## config.mk

```make
export PLATFORM = sky130hd
export DESIGN_NAME = wlr_top
export DESIGN_NICKNAME = d
export VERILOG_FILES = /design/src/rtl/wlr_pkg.sv /design/src/rtl/wlr_lfsr.sv /design/src/rtl/wlr_tpdf.sv /design/src/rtl/wlr_chan.sv /design/src/rtl/wlr_top.sv
export SDC_FILE = /design/constraint.sdc
export NUM_CORES = 1
export LEC_CHECK = 0
export BUFFER_PORTS_ARGS = -buffer_cell sky130_fd_sc_hd__buf_2
export CAP_MARGIN = 30
export CELL_PAD_IN_SITES_DETAIL_PLACEMENT = 1
export CELL_PAD_IN_SITES_GLOBAL_PLACEMENT = 1
export CORE_MARGIN = 2
export CORE_UTILIZATION = 40
export CTS_BUF_LIST = sky130_fd_sc_hd__clkbuf_8 sky130_fd_sc_hd__clkbuf_16
export CTS_CLUSTER_SIZE = 10
export DETAILED_ROUTE_END_ITERATION = 8
export PLACE_DENSITY_LB_ADDON = 0.05
export REMOVE_ABC_BUFFERS = 1
export SYNTH_ARGS = -nofsm -noshare
export SYNTH_HDL_FRONTEND = slang
export SYNTH_SLANG_ARGS = --single-unit
```

## constraint.sdc

```tcl
create_clock -name clk -period 6.3 [get_ports clk]
set_input_delay 0.63 -clock clk [delete_from_list [all_inputs] [get_ports clk]]
set_output_delay 0.63 -clock clk [all_outputs]
set_load 0.005 [all_outputs]
```

## src/rtl/wlr_pkg.sv

```systemverilog
package wlr_pkg;
  localparam int DW    = 24;        // sample width
  localparam int MAXSH = DW - 16;   // most bits dropped (16-bit mode)
  localparam int DTW   = MAXSH + 2; // signed dither width

  typedef logic [1:0] wl_sel_t;

  typedef struct packed {
    logic [DW-1:0] y;
    logic          hi;
    logic          lo;
  } quant_t;

  // number of low bits removed for a select code
  function automatic int unsigned drop_bits(wl_sel_t s);
    case (s)
      2'b00:   return DW - 16;
      2'b01:   return DW - 18;
      2'b10:   return DW - 20;
      default: return 0;
    endcase
  endfunction

  function automatic logic [DW-1:0] keep_mask(wl_sel_t s);
    return {DW{1'b1}} << drop_bits(s);
  endfunction

  function automatic logic [DW-1:0] top_code(wl_sel_t s);
    return {1'b0, {(DW-1){1'b1}}} & keep_mask(s);
  endfunction

  function automatic logic [DW-1:0] bottom_code();
    return {1'b1, {(DW-1){1'b0}}};
  endfunction

  // triangular dither: a + b - (L-1), each uniform in [0, L-1]
  function automatic logic signed [DTW-1:0] tpdf(logic [MAXSH-1:0] a,
                                                 logic [MAXSH-1:0] b,
                                                 wl_sel_t s);
    logic [MAXSH-1:0] m;
    logic signed [DTW-1:0] r;
    m = ~({MAXSH{1'b1}} << drop_bits(s));
    r = $signed({2'b00, a & m}) + $signed({2'b00, b & m})
        - $signed({2'b00, m});
    return r;
  endfunction

  // add dither, truncate to target length, clamp at extreme codes
  function automatic quant_t requant(logic signed [DW-1:0] x,
                                     logic signed [DTW-1:0] d,
                                     wl_sel_t s);
    logic signed [DW+1:0] xe, de, sum;
    quant_t q;
    xe  = x;
    de  = d;
    sum = xe + de;
    q.hi = 1'b0;
    q.lo = 1'b0;
    q.y  = x;
    if (s != 2'b11) begin
      q.hi = sum > $signed({3'b000, {(DW-1){1'b1}}});
      q.lo = sum < $signed({3'b111, {(DW-1){1'b0}}});
      if (q.hi)      q.y = top_code(s);
      else if (q.lo) q.y = bottom_code();
      else           q.y = sum[DW-1:0] & keep_mask(s);
    end
    return q;
  endfunction
endpackage

```

## src/rtl/wlr_lfsr.sv

```systemverilog
module wlr_lfsr #(
  parameter int          W    = 16,
  parameter logic [W-1:0] SEED = 16'hACE1,
  parameter logic [W-1:0] TAPS = 16'hB400
) (
  input  logic         clk,
  input  logic         rst,
  output logic [W-1:0] state
);
  function automatic logic [W-1:0] step(logic [W-1:0] s);
    return (s >> 1) ^ (s[0] ? TAPS : '0);
  endfunction

  always_ff @(posedge clk) begin
    if (rst) state <= SEED;
    else     state <= step(state);
  end
endmodule

```

## src/rtl/wlr_tpdf.sv

```systemverilog
module wlr_tpdf
  import wlr_pkg::*;
#(
  parameter int           LW     = 16,
  parameter logic [LW-1:0] SEED_A = 16'hACE1,
  parameter logic [LW-1:0] SEED_B = 16'h1D0F
) (
  input  logic                  clk,
  input  logic                  rst,
  input  wl_sel_t               sel,
  output logic signed [DTW-1:0] dither
);
  localparam logic [LW-1:0] SEEDS [2] = '{SEED_A, SEED_B};

  logic [LW-1:0] st [2];

  for (genvar g = 0; g < 2; g++) begin : g_src
    wlr_lfsr #(.W(LW), .SEED(SEEDS[g])) lfsr_i (
      .clk  (clk),
      .rst  (rst),
      .state(st[g])
    );
  end

  assign dither = tpdf(st[0][MAXSH-1:0], st[1][LW-1:LW-MAXSH], sel);
endmodule

```

## src/rtl/wlr_chan.sv

```systemverilog
module wlr_chan
  import wlr_pkg::*;
#(
  parameter int           LW     = 16,
  parameter logic [LW-1:0] SEED_A = 16'hACE1,
  parameter logic [LW-1:0] SEED_B = 16'h1D0F
) (
  input  logic          clk,
  input  logic          rst,
  input  logic          in_valid,
  input  wl_sel_t       sel,
  input  logic [DW-1:0] din,
  output logic [DW-1:0] dout,
  output logic          sat_hi,
  output logic          sat_lo
);
  logic signed [DTW-1:0] dither;
  quant_t q;

  wlr_tpdf #(.LW(LW), .SEED_A(SEED_A), .SEED_B(SEED_B)) tpdf_i (
    .clk   (clk),
    .rst   (rst),
    .sel   (sel),
    .dither(dither)
  );

  assign q      = requant($signed(din), dither, sel);
  assign sat_hi = q.hi;
  assign sat_lo = q.lo;

  always_ff @(posedge clk) begin
    if (rst)           dout <= '0;
    else if (in_valid) dout <= q.y;
  end
endmodule

```

## src/rtl/wlr_top.sv

```systemverilog
module wlr_top
  import wlr_pkg::*;
#(
  parameter int           LW      = 16,
  parameter logic [LW-1:0] SEED_L0 = 16'hACE1,
  parameter logic [LW-1:0] SEED_L1 = 16'h1D0F,
  parameter logic [LW-1:0] SEED_R0 = 16'h5A3C,
  parameter logic [LW-1:0] SEED_R1 = 16'hE7B1
) (
  input  logic          clk,
  input  logic          rst,
  input  logic          in_valid,
  input  logic [1:0]    wl_sel,
  input  logic [DW-1:0] in_l,
  input  logic [DW-1:0] in_r,
  output logic          out_valid,
  output logic [DW-1:0] out_l,
  output logic [DW-1:0] out_r
);
  localparam logic [LW-1:0] SA [2] = '{SEED_L0, SEED_R0};
  localparam logic [LW-1:0] SB [2] = '{SEED_L1, SEED_R1};

  logic [DW-1:0] din  [2];
  logic [DW-1:0] dout [2];
  logic [1:0]    sat_hi, sat_lo;

  assign din[0] = in_l;
  assign din[1] = in_r;

  for (genvar c = 0; c < 2; c++) begin : g_ch
    wlr_chan #(.LW(LW), .SEED_A(SA[c]), .SEED_B(SB[c])) chan_i (
      .clk     (clk),
      .rst     (rst),
      .in_valid(in_valid),
      .sel     (wl_sel),
      .din     (din[c]),
      .dout    (dout[c]),
      .sat_hi  (sat_hi[c]),
      .sat_lo  (sat_lo[c])
    );
  end

  assign out_l = dout[0];
  assign out_r = dout[1];

  always_ff @(posedge clk) begin
    if (rst) out_valid <= 1'b0;
    else     out_valid <= in_valid;
  end
endmodule

```

### Word level (Yosys, flattened, before mapping)

Index checks and enable logic that the tools add are counted.

* bits of input ports: 53
* logic and storage cells: 58
* output and inout bits: 49
* register bits: 113

* shift operators: 5
* reduce and logical (&&, ||, !) cells: 1
* multiplexer cells: 21
* bitwise gates (word level): 11
* magnitude comparators: 4
* equality and inequality tests: 3
* $add $sub $neg: 6

Operators with widths (count)
* $mux W32: 10
* $mux W24: 4
* $mux W16: 4
* $shl A24 B32 Y23 const A: 2
* $shl A24 B32 Y24 const A: 2
* $xor A15 B16 Y16: 4
* $gt A26 B24 Y1 const B: 2
* $lt A26 B24 Y1 const B: 2
* $mux W26: 2
* $add A24 B10 Y25: 2
* $and A24 B24 Y24: 2
* $and A8 B8 Y8: 4
* $shl A8 B32 Y8 const A: 1
* $sub A9 B8 Y10: 2
* $add A8 B8 Y9: 2
* $pmux W4 S3: 1
* $not A8 Y8: 1
* $eq A2 B1 Y1 const B: 1
* $eq A2 B2 Y1 const B: 1
* $logic_not A2 Y1: 1
* $ne A2 B2 Y1 const B: 1

### Longest topological paths before layout

Gate-level depths: netlist of the first run.

* depth after elaboration: 17
* depth in mapped cells: 27
* mapped depth without buffers: 23

### Cells and area by module

A second synthesis of the first run with hierarchy kept.

* cells, all modules: 941
* area, all modules: 8121.5 um^2

By module, submodules not included
* wlr_chan (g_ch[1].chan_i): seq. area each 480.5 um^2, times used 1, cells an instance 327, area an instance 2560.0 um^2
* wlr_chan (g_ch[0].chan_i): seq. area each 480.5 um^2, times used 1, cells an instance 298, area an instance 2431.1 um^2
* wlr_tpdf: seq. area each 0.0 um^2, times used 2, cells an instance 85, area an instance 620.6 um^2
* wlr_lfsr (g_ch[0].chan_i.tpdf_i.g_src[0].lfsr_i ...): seq. area each 320.3 um^2, times used 2, cells an instance 36, area an instance 462.9 um^2
* wlr_lfsr (g_ch[1].chan_i.tpdf_i.g_src[0].lfsr_i): seq. area each 320.3 um^2, times used 1, cells an instance 36, area an instance 467.9 um^2
* wlr_lfsr (g_ch[1].chan_i.tpdf_i.g_src[1].lfsr_i): seq. area each 320.3 um^2, times used 1, cells an instance 36, area an instance 461.7 um^2
* wlr_top: seq. area each 20.0 um^2, times used 1, cells an instance 2, area an instance 33.8 um^2

### Least setup slack after synthesis of the first run

OpenSTA, ideal clock, no wires.

* kind: input to register
* start point: in wl_sel[0]
* end point: reg g_ch[0].chan_i.dout[20]
* buffers on the path: 4
* library setup time: 0.122 ns
* setup slack: -0.277 ns
* cell stages on the path: 26
* data arrival time: 6.455 ns
* path through: ha_1 buf_4 buf_2 clkbuf_1 or2_2 ha_1 ha_1 a21o_1 a21oi_1 o21bai_1 a21oi_1 o21bai_1 a21oi_1 nor2b_1 nor3b_1 ha_1 a21o_1 a21o_1 a21o_1 a221o_1 a31oi_4 nor3b_2 a21oi_2 buf_4 a211oi_1 o21ai_1

* cells in the longest elaborated chain, start to end: 12
* elaborated cells on any way between the ends: 25
* those cells by class: 3 x add/sub; 2 x order compare; 3 x eq/ne; 3 x shift; 9 x mux; 4 x bitwise; 1 x reduce/logical

Ends and longest elaborated chain
* start: declaration: line wlr_top.sv:13 `input logic [1:0] wl_sel,`
* $eq A2 B2 Y1, or another cell as far along: line wlr_pkg.sv:16 `case (s)`
* $pmux W4 S3: line wlr_pkg.sv:16
* $shl A8 B32 Y8: line wlr_pkg.sv:42 `m = ~({MAXSH{1'b1}} << drop_bits(s));`
* $not A8 Y8: line wlr_pkg.sv:42
* $and A8 B8 Y8: line wlr_pkg.sv:43 `r = $signed({2'b00, a & m}) + $signed({2'b00, b & m})`
* $add A8 B8 Y9: line wlr_pkg.sv:43
* $sub A9 B8 Y10: line wlr_pkg.sv:44 `- $signed({2'b00, m});`
* $add A24 B10 Y25: line wlr_pkg.sv:56 `sum = xe + de;`
* $lt A26 B24 Y1 or $and A24 B24 Y24 (tied branches): line wlr_pkg.sv:62, wlr_pkg.sv:65
* $mux W24: line wlr_pkg.sv:64 `else if (q.lo) q.y = bottom_code();`
* $mux W24: line wlr_pkg.sv:63 `if (q.hi) q.y = top_code(s);`
* $mux W26 *: line wlr_pkg.sv:60 `if (s != 2'b11) begin`
* end signal: assignment: line wlr_chan.sv:33 `else if (in_valid) dout <= q.y;`
* end: declaration: line wlr_chan.sv:13 `output logic [DW-1:0] dout,`

Mark *: on every way between the ends. The rest lies on a longest branch, timed or not. The select of a mux whose other input is x is not followed.
A chain may end at the register's enable or synchronous reset.

### Final worst setup path of the first run

* start point: in wl_sel[0]
* end point: reg g_ch[0].chan_i.dout[4]

Same word-level chain as after synthesis.

==> results of run 1 <==
[logic make-up (layout without fill, tap and decap cells)]
family	count (synthesis)	after routing	share of synthesized area, %
XOR/XNOR	63	63	7.294
AO/OA/AOI/OAI	273	273	23.82
adder cells (fa/ha/maj)	87	87	14.79
buffers and inverters	71	174	3.804
multiplexers	4	4	0.7112
flip-flops	113	113	29.90
AND/OR/NAND/NOR	278	278	19.68
[worst reg2reg max path: stages (launching register included)]
cell	delay, ns
dfxtp_1	0.32
or2_2	0.28
ha_1	0.33
ha_1	0.31
a21o_1	0.17
a21oi_1	0.22
o21bai_1	0.09
a21oi_1	0.23
o21bai_1	0.10
a21oi_1	0.23
nor2b_1	0.09
nor3b_2	0.23
buf_12	0.19
ha_1	0.32
a21o_1	0.24
a21o_1	0.18
a21o_1	0.19
a221o_1	0.36
a31oi_4	0.25
mux2i_1	0.17
a21oi_4	0.44
a21boi_0	0.26
a211oi_1	0.25
[placed cells by master (no fill, tap or decap), types with 5 or more instances in the layout]
master / n
nand2b_1: 20
buf_2: 101
o21a_1: 6
dfxtp_1: 113
a211oi_1: 21
xnor2_1: 49
xor2_1: 14
buf_4: 13
o21bai_1: 15
a21o_1: 28
and3_1: 6
ha_1: 83
o21ai_0: 31
nand2_1: 46
or2_2: 40
nor2_1: 51
o211ai_1: 8
o21ai_1: 10
a31oi_1: 11
clkbuf_16: 17
inv_1: 29
o22ai_1: 15
a32oi_1: 6
a21oi_1: 82
and2_1: 6
nor2b_1: 69
clkinvlp_4: 5
nor3_1: 6
a31o_2: 5
nand3_1: 18
[registers in the layout, summed over array words and instances (netlist names)]
signal,cells
g_ch.chan_i.tpdf_i.g_src.lfsr_i.state,64
g_ch.chan_i.dout,48
out_valid,1
[cell type report]
| class | count | area, um^2 | area share [%] |
|---|---|---|---|
| sequential | 113 | 2262 | 25.45 |
| timing repair buffer | 116 | 643.1 | 7.236 |
| tap | 234 | 292.8 | 3.294 |
| inverter | 26 | 97.59 | 1.098 |
| multi-input combinational | 705 | 5042 | 56.74 |
| clock buffer | 17 | 425.4 | 4.787 |
| clock inverter | 15 | 123.9 | 1.394 |
[stage by stage]
stage	cell area (um^2)	worst slack, ns	hold WS, ns	power, W
finish	8887	0.3628	0.4081	0.003213
floorplan	7375	-0.3943	0.3895	0.001891
detailed placement	8320	-0.2563	0.3971	0.002306
global placement	8320	-0.1194	0.3912	0.002258
CTS	8870	0.1095	0.4104	0.003233
global route	8887	0.001876	0.4213	0.003446
[routing by layer]
layer | share of wire (%) | wire length (um) | up-vias | global-route usage (%)
met5 | 0 | 0 | - | 0
met4 | 2.1 | 461 | 0 | 7.684
met3 | 2.6 | 552 | 33 | 3.577
met2 | 49 | 10650 | 101 | 39.55
met1 | 46 | 9870 | 3269 | 26.80
li1 | - | - | 3334 | -
[power by group through the flow]
stage / clock [W] / sequential (W) / combinational (W)
after floorplan: 0 / 0.000855 / 0.00104
after global placement: 0 / 0.000856 / 0.00140
after detailed placement: 0 / 0.000858 / 0.00145
after CTS: 0.000923 / 0.000845 / 0.00146
after global routing: 0.000958 / 0.000854 / 0.00163
final: 0.000900 / 0.000844 / 0.00147
[worst min path at each step]
stage          depth (start not counted)  slack, ns                                                          to                                                        from
6_report                               1       0.41   g_ch[1].chan_i.tpdf_i.g_src[1].lfsr_i.state[0]$_SDFF_PP1_   g_ch[1].chan_i.tpdf_i.g_src[1].lfsr_i.state[1]$_SDFF_PP0_
5_1_grt                                1       0.42  g_ch[1].chan_i.tpdf_i.g_src[0].lfsr_i.state[11]$_SDFF_PP1_  g_ch[1].chan_i.tpdf_i.g_src[0].lfsr_i.state[12]$_SDFF_PP1_
4_1_cts                                1       0.41   g_ch[0].chan_i.tpdf_i.g_src[1].lfsr_i.state[1]$_SDFF_PP1_   g_ch[0].chan_i.tpdf_i.g_src[1].lfsr_i.state[2]$_SDFF_PP1_
3_5_place_dp                           1       0.40   g_ch[0].chan_i.tpdf_i.g_src[1].lfsr_i.state[1]$_SDFF_PP1_   g_ch[0].chan_i.tpdf_i.g_src[1].lfsr_i.state[2]$_SDFF_PP1_
3_3_place_gp                           1       0.39   g_ch[0].chan_i.tpdf_i.g_src[1].lfsr_i.state[0]$_SDFF_PP1_   g_ch[0].chan_i.tpdf_i.g_src[1].lfsr_i.state[1]$_SDFF_PP1_
2_1_floorplan                          1       0.39  g_ch[0].chan_i.tpdf_i.g_src[0].lfsr_i.state[11]$_SDFF_PP1_  g_ch[0].chan_i.tpdf_i.g_src[0].lfsr_i.state[12]$_SDFF_PP0_
==> metrics.txt, run 1 <==
Synth Cell Area 7565 um^2; total track usage around 22%; Fillers 2202; crit-path max cell delay 0.44 ns; Logic pwr share roughly 46%; WL final 21540 um; fin. max-slew vios 0; Vias/cell between 5 and 6; GPL Wtd Cong between 0.8 and 0.9; drt drc 0; Worst VDD drop roughly 0.19 mV; Synth top cells by count dfxtp_1 (113), ha_1 (83), a21oi_1 (82); Setup CP Type primary input to flip-flop; H-tree depth 4; Slew Limit Headroom 36.86%; grt ovf 0; largest net degree at the start of global routing 73; Starting Density 40.58%; synth top area cells dfxtp_1 (30%), ha_1 (14%), nor2b_1 (5.7%); Post-DRT Antenna Nets 0; synth warn 0; initial antenna violation count 0; CP max-delay cell a21oi_4; Tcrit/Tclk final 94.24%; worst-path fanout max 15; Pwr Density 361.5 nW/um^2; Die X about 140 um; fin nets roughly 1100; Clk Latency, worst-skew pair a little over 0.4 ns; std cell rows 50; vias in the first global route between 7000 and 8000; Finished Layout Cells roughly 1200; setup bufs post-CTS 0; CP endpoint g_ch[0].chan_i.dout[4]$_SDFFE_PP0P_; Seq cells post-synth between 100 and 150; first-pass GRT wire length between 30000 and 40000 um; Worst Tran Pin Value ~0.95 ns; TritonCTS clock tree built; critical path required time between 6 and 7 ns; Layout Utilization between 40 and 50%; placed cells between 1000 and 1500; Post-Syn Area per Cell 8.509 um^2; Netlist cell types 65; Core Area roughly 19000 um^2; post-layout min period slightly below 6 ns; setup_tns 0 ns; Sw Ratio a little under two fifths; reg2reg setup slack roughly 0.75 ns; area leader, netlist dfxtp_1; Clock Path Buffers 2; clock slew at reported path FFs ~0.05 ns; Critical Path Sink Type flip-flop; drt pass-1 iters 4; Setup Skew 0.009463 ns; cell count after synthesis between 800 and 900; Psw about 0.0012 W; MaxCap Viol Count 0; DP HPWL between 15000 and 20000 um; CTS Buf Count 17; Seq pwr share 26.3%; share of layout cells above drive strength 1 around a fifth; share of the synthesized area in the top cell type 29.90%; P&R area growth vs syn 17.48%; endpoints failing setup 0; 1st-iter DRT viols slightly below 200; WL/cell around 18 um; Vias between 6000 and 7000; buffers added on ports roughly 100; internal power around 0.0020 W; Worst EP arrival between 6 and 7 ns; # resized after CTS 0; RSZ-0062 raised after global routing false; R2R Path Start g_ch[0].chan_i.tpdf_i.g_src[1].lfsr_i.state[9]$_SDFF_PP0_; Buf+Inv Stages, Crit Path 3; die area between 20000 and 25000 um^2; Worst path top cell family by delay compound AO/OA/AOI/OAI gates; Ports slightly above 100; Synth Flop Type dfxtp_1; Ant. Diodes 0; sequential cell area fraction in the yosys report between 20% and 30%; clock sink count around 110; top-count cell post-synth dfxtp_1; Post-synth EDFFs 0; worst reg2reg path depth 22; clock root buffer clkbuf_16; HP Class flip-flop to flip-flop; leakage between 3 and 4 nW; status finished, final reports clean; Post-synth ARST share 0%; r2r endpoint g_ch[0].chan_i.dout[4]$_SDFFE_PP0P_; CP Launch Type primary input; Levels on crit path 25; Peak Freq ~170 MHz; final count of hold timing violations 0; CP Launch Point wl_sel[0]; die height 141.5 um; CTS hold repair buffers 0; Clk pwr share ~28%
Note: power is estimated with default switching activity, not from simulation.
==> inputs of run 2 (changes only) <==
--- a/config.mk
+++ b/config.mk
@@ -9,9 +9,9 @@
 export CAP_MARGIN = 30
 export CELL_PAD_IN_SITES_DETAIL_PLACEMENT = 1
 export CELL_PAD_IN_SITES_GLOBAL_PLACEMENT = 1
-export CORE_MARGIN = 2
+export CORE_MARGIN = 10
 export CORE_UTILIZATION = 40
-export CTS_BUF_LIST = sky130_fd_sc_hd__clkbuf_8 sky130_fd_sc_hd__clkbuf_16
+export CTS_BUF_LIST = sky130_fd_sc_hd__clkbuf_4 sky130_fd_sc_hd__clkbuf_8
 export CTS_CLUSTER_SIZE = 10
 export DETAILED_ROUTE_END_ITERATION = 8
 export PLACE_DENSITY_LB_ADDON = 0.05
==> run 2 against run 1 <==
Compared with the run above: via count increased by 0.28%; maximum frequency is 1.8% higher; first-iteration DRC count grew 6.7%; clock power shrank 12%; sequential share of layout area is 0.28 points higher; non-clock buffer count increased by 4; cell area fell by 1.1%; global-route usage decreased by 3.8 points; worst hold slack better by 0.0032 ns; sequential power about the same; critical path depth fell by 1.
==> metrics.txt, run 2 (same netlist as run 1, synthesis figures left out) <==
buffers added on ports 101 (unchanged); hold path depth 1 (unchanged); MaxCap Viol Count 0 (unchanged); worst setup margin 0.4697 ns (+0.1069 ns); fin. max-slew vios 0 (unchanged); GPL Wtd Cong 0.9117 (+4.8%); P&R area growth vs syn 16.23%; Setup Skew 0.01641 ns (+0.006950 ns); Worst VDD drop 0.1495 mV (-22%); leakage 3.921 nW (-0.68%); DP HPWL 17120 um (+6.6%); Die X 157.5 um (+11%); Slew Limit Headroom 34.41% (-2.5 points); hold_sp g_ch[1].chan_i.tpdf_i.g_src[1].lfsr_i.state[1]$_SDFF_PP0_; WL/cell 18.26 um (+3.9%); Vias/cell 5.502 (+0.12%); critical path required time 6.64 ns (+0.03 ns); biggest regs g_ch.chan_i.tpdf_i.g_src.lfsr_i.state (64), g_ch.chan_i.dout (48), out_valid (1); first-pass GRT wire length 36680 um (+3.7%); Placed Area 8342 um^2 (+0.26%); Ports 102 (unchanged); die height 157.5 um (+11%); Peak Freq 171.5 MHz (+1.8%); Ant. Diodes 0 (unchanged); die area 24810 um^2 (+24%); clock sink count 113 (unchanged); 1st-iter DRT viols 207 (+6.7%); endpoints failing setup 0 (unchanged); Biggest register g_ch.chan_i.tpdf_i.g_src.lfsr_i.state; Worst Tran Pin Value 0.9838 ns (+0.03676 ns); share of layout cells above drive strength 1 21.63% (+0.26 points); drt drc 0 (unchanged); clock slew at reported path FFs 0.07 ns (+0.02 ns); worst reg2reg path depth 23 (+4.5%); Vias 6756 (+0.28%); commonest non-fill, non-tap cell in the layout dfxtp_1; Layout Utilization 47.16% (-0.51 points); std cell rows 50 (unchanged); fin nets 1123 (+0.36%); vias in the first global route 7316 (+3.3%); status finished, final reports clean; R2R Path Start g_ch[1].chan_i.tpdf_i.g_src[1].lfsr_i.state[9]$_SDFF_PP1_; post-layout min period 5.830 ns (-0.1069 ns); register area 2262 um^2 (unchanged); placed cells 1198 (+0.34%); largest net degree at the start of global routing 57 (-22%); worst hold endpoint g_ch[1].chan_i.tpdf_i.g_src[1].lfsr_i.state[0]$_SDFF_PP1_; setup bufs post-CTS 0 (unchanged); Post-DRT Antenna Nets 0 (unchanged); Fillers 2272 (+3.2%); CTS Buf Count 17 (unchanged); grt ovf 0 (unchanged); Core Area 18640 um^2 (unchanged); total track usage 18.30% (-3.8 points); Final Power 0.003101 W (-3.5%); WL final 22420 um (+4.1%); worst-path fanout max 14 (-1); Critical Path Sink Type flip-flop; Starting Density 40.58% (unchanged); initial antenna violation count 0 (unchanged); pre-CTS WS 0.02258 ns (+0.2789 ns); RSZ-0062 raised after global routing false; Clock Path Buffers 2 (unchanged); Tcrit/Tclk final 92.54% (-1.7 points); drt pass-1 iters 4 (unchanged); reg2reg setup slack 0.77 ns (+0.02 ns); TritonCTS clock tree built; Multi-input gate area 5031 um^2 (-0.22%); design area 8792 um^2 (-1.1%); commonest non-fill, non-tap cells in the layout dfxtp_1 (113), buf_2 (101), ha_1 (83); clock root buffer clkbuf_8; final count of hold timing violations 0 (unchanged); max reg flops 64 (unchanged); H-tree depth 4 (unchanged); Setup CP Type primary input to flip-flop; Worst EP arrival 6.17 ns (-0.08 ns); Pwr Density 352.7 nW/um^2 (-2.4%); CP Launch Type primary input; Clk Latency, worst-skew pair 0.44 ns (+0.03 ns); HP Class flip-flop to flip-flop; r2r endpoint g_ch[1].chan_i.dout[21]$_SDFFE_PP0P_; Finished Layout Cells 1228 (+0.16%)
## run 2: cell count changes in the layout (fill, tap and decap cells not counted), moves of 3 or more
cell and delta:
clkbuf_16 -17, clkinvlp_4 -4, bufinv_16 +3, clkbuf_8 +21, inv_1 -3, buf_4 +4
## run 2: how the worst max path moves through the flow
stage | slack, ns | startpoint | cells after the start | end
floorplan | -0.39 | wl_sel[0] | 22 | g_ch[0].chan_i.dout[4]$_SDFFE_PP0P_
global placement | 0.21 | wl_sel[0] | 25 | g_ch[1].chan_i.dout[18]$_SDFFE_PP0P_
detailed placement | 0.02 | wl_sel[0] | 25 | g_ch[0].chan_i.dout[15]$_SDFFE_PP0P_
CTS | 0.43 | wl_sel[0] | 24 | g_ch[0].chan_i.dout[5]$_SDFFE_PP0P_
global route | 0.06 | wl_sel[0] | 24 | g_ch[0].chan_i.dout[4]$_SDFFE_PP0P_
finish | 0.47 | wl_sel[0] | 24 | g_ch[0].chan_i.dout[5]$_SDFFE_PP0P_
## run 2: final cells by class
class | count | area share [%]
Clock buffer | 21 | 3.287
Multi-Input combinational cell | 705 | 57.22
Timing Repair Buffer | 120 | 7.557
Sequential cell | 113 | 25.73
Clock inverter | 9 | 1.765
Inverter | 26 | 1.110
Tap cell | 234 | 3.330
## run 2: stage by stage
step	hold WS [ns]	setup TNS (ns)
2_1_floorplan	0.3895	-9.113
4_1_cts	0.4138	0
3_5_place_dp	0.3967	0
3_3_place_gp	0.3909	0
6_report	0.4113	0
5_1_grt	0.4252	0
## run 2: power breakdown
part	total, W	leakage, nW	switching, W	internal, W
clock	0.000790	0.224	0.000321	0.000469
combinational	0.00147	2.76	0.000822	0.000646
sequential	0.000843	0.937	0.0000430	0.000800
total	0.00310	3.92	0.00119	0.00191
## run 2: critical path, stage by stage
cell and delay (ns):
buf_2 0.13, ha_1 0.23, buf_4 0.20, or2_2 0.30
ha_1 0.33, ha_1 0.31, a21o_1 0.16, a21oi_1 0.22
o21bai_1 0.11, a21oi_1 0.24, o21bai_1 0.10, a21oi_1 0.24
nor2b_1 0.11, nor3b_4 0.32, buf_4 0.23, ha_1 0.30
a21oi_1 0.31, o21bai_1 0.15, a21oi_1 0.23, a211oi_1 0.18
o31ai_2 0.36, mux2i_4 0.35, a32oi_1 0.14, a211oi_1 0.27
## run 2: repair_timing
item                       in CTS  in global routing
resized for setup               0                  1
hold buffers                    0                  0
setup endpoints to repair       0                  3
## run 2: per-layer routing
metal	vias to the layer above	part of all wire, %	GRT usage [%]
met1	3248	45	21.42
met3	47	3.9	3.712
met4	0	2.7	7.257
li1	3333	-	-
met5	-	0	0
met2	128	48	31.96
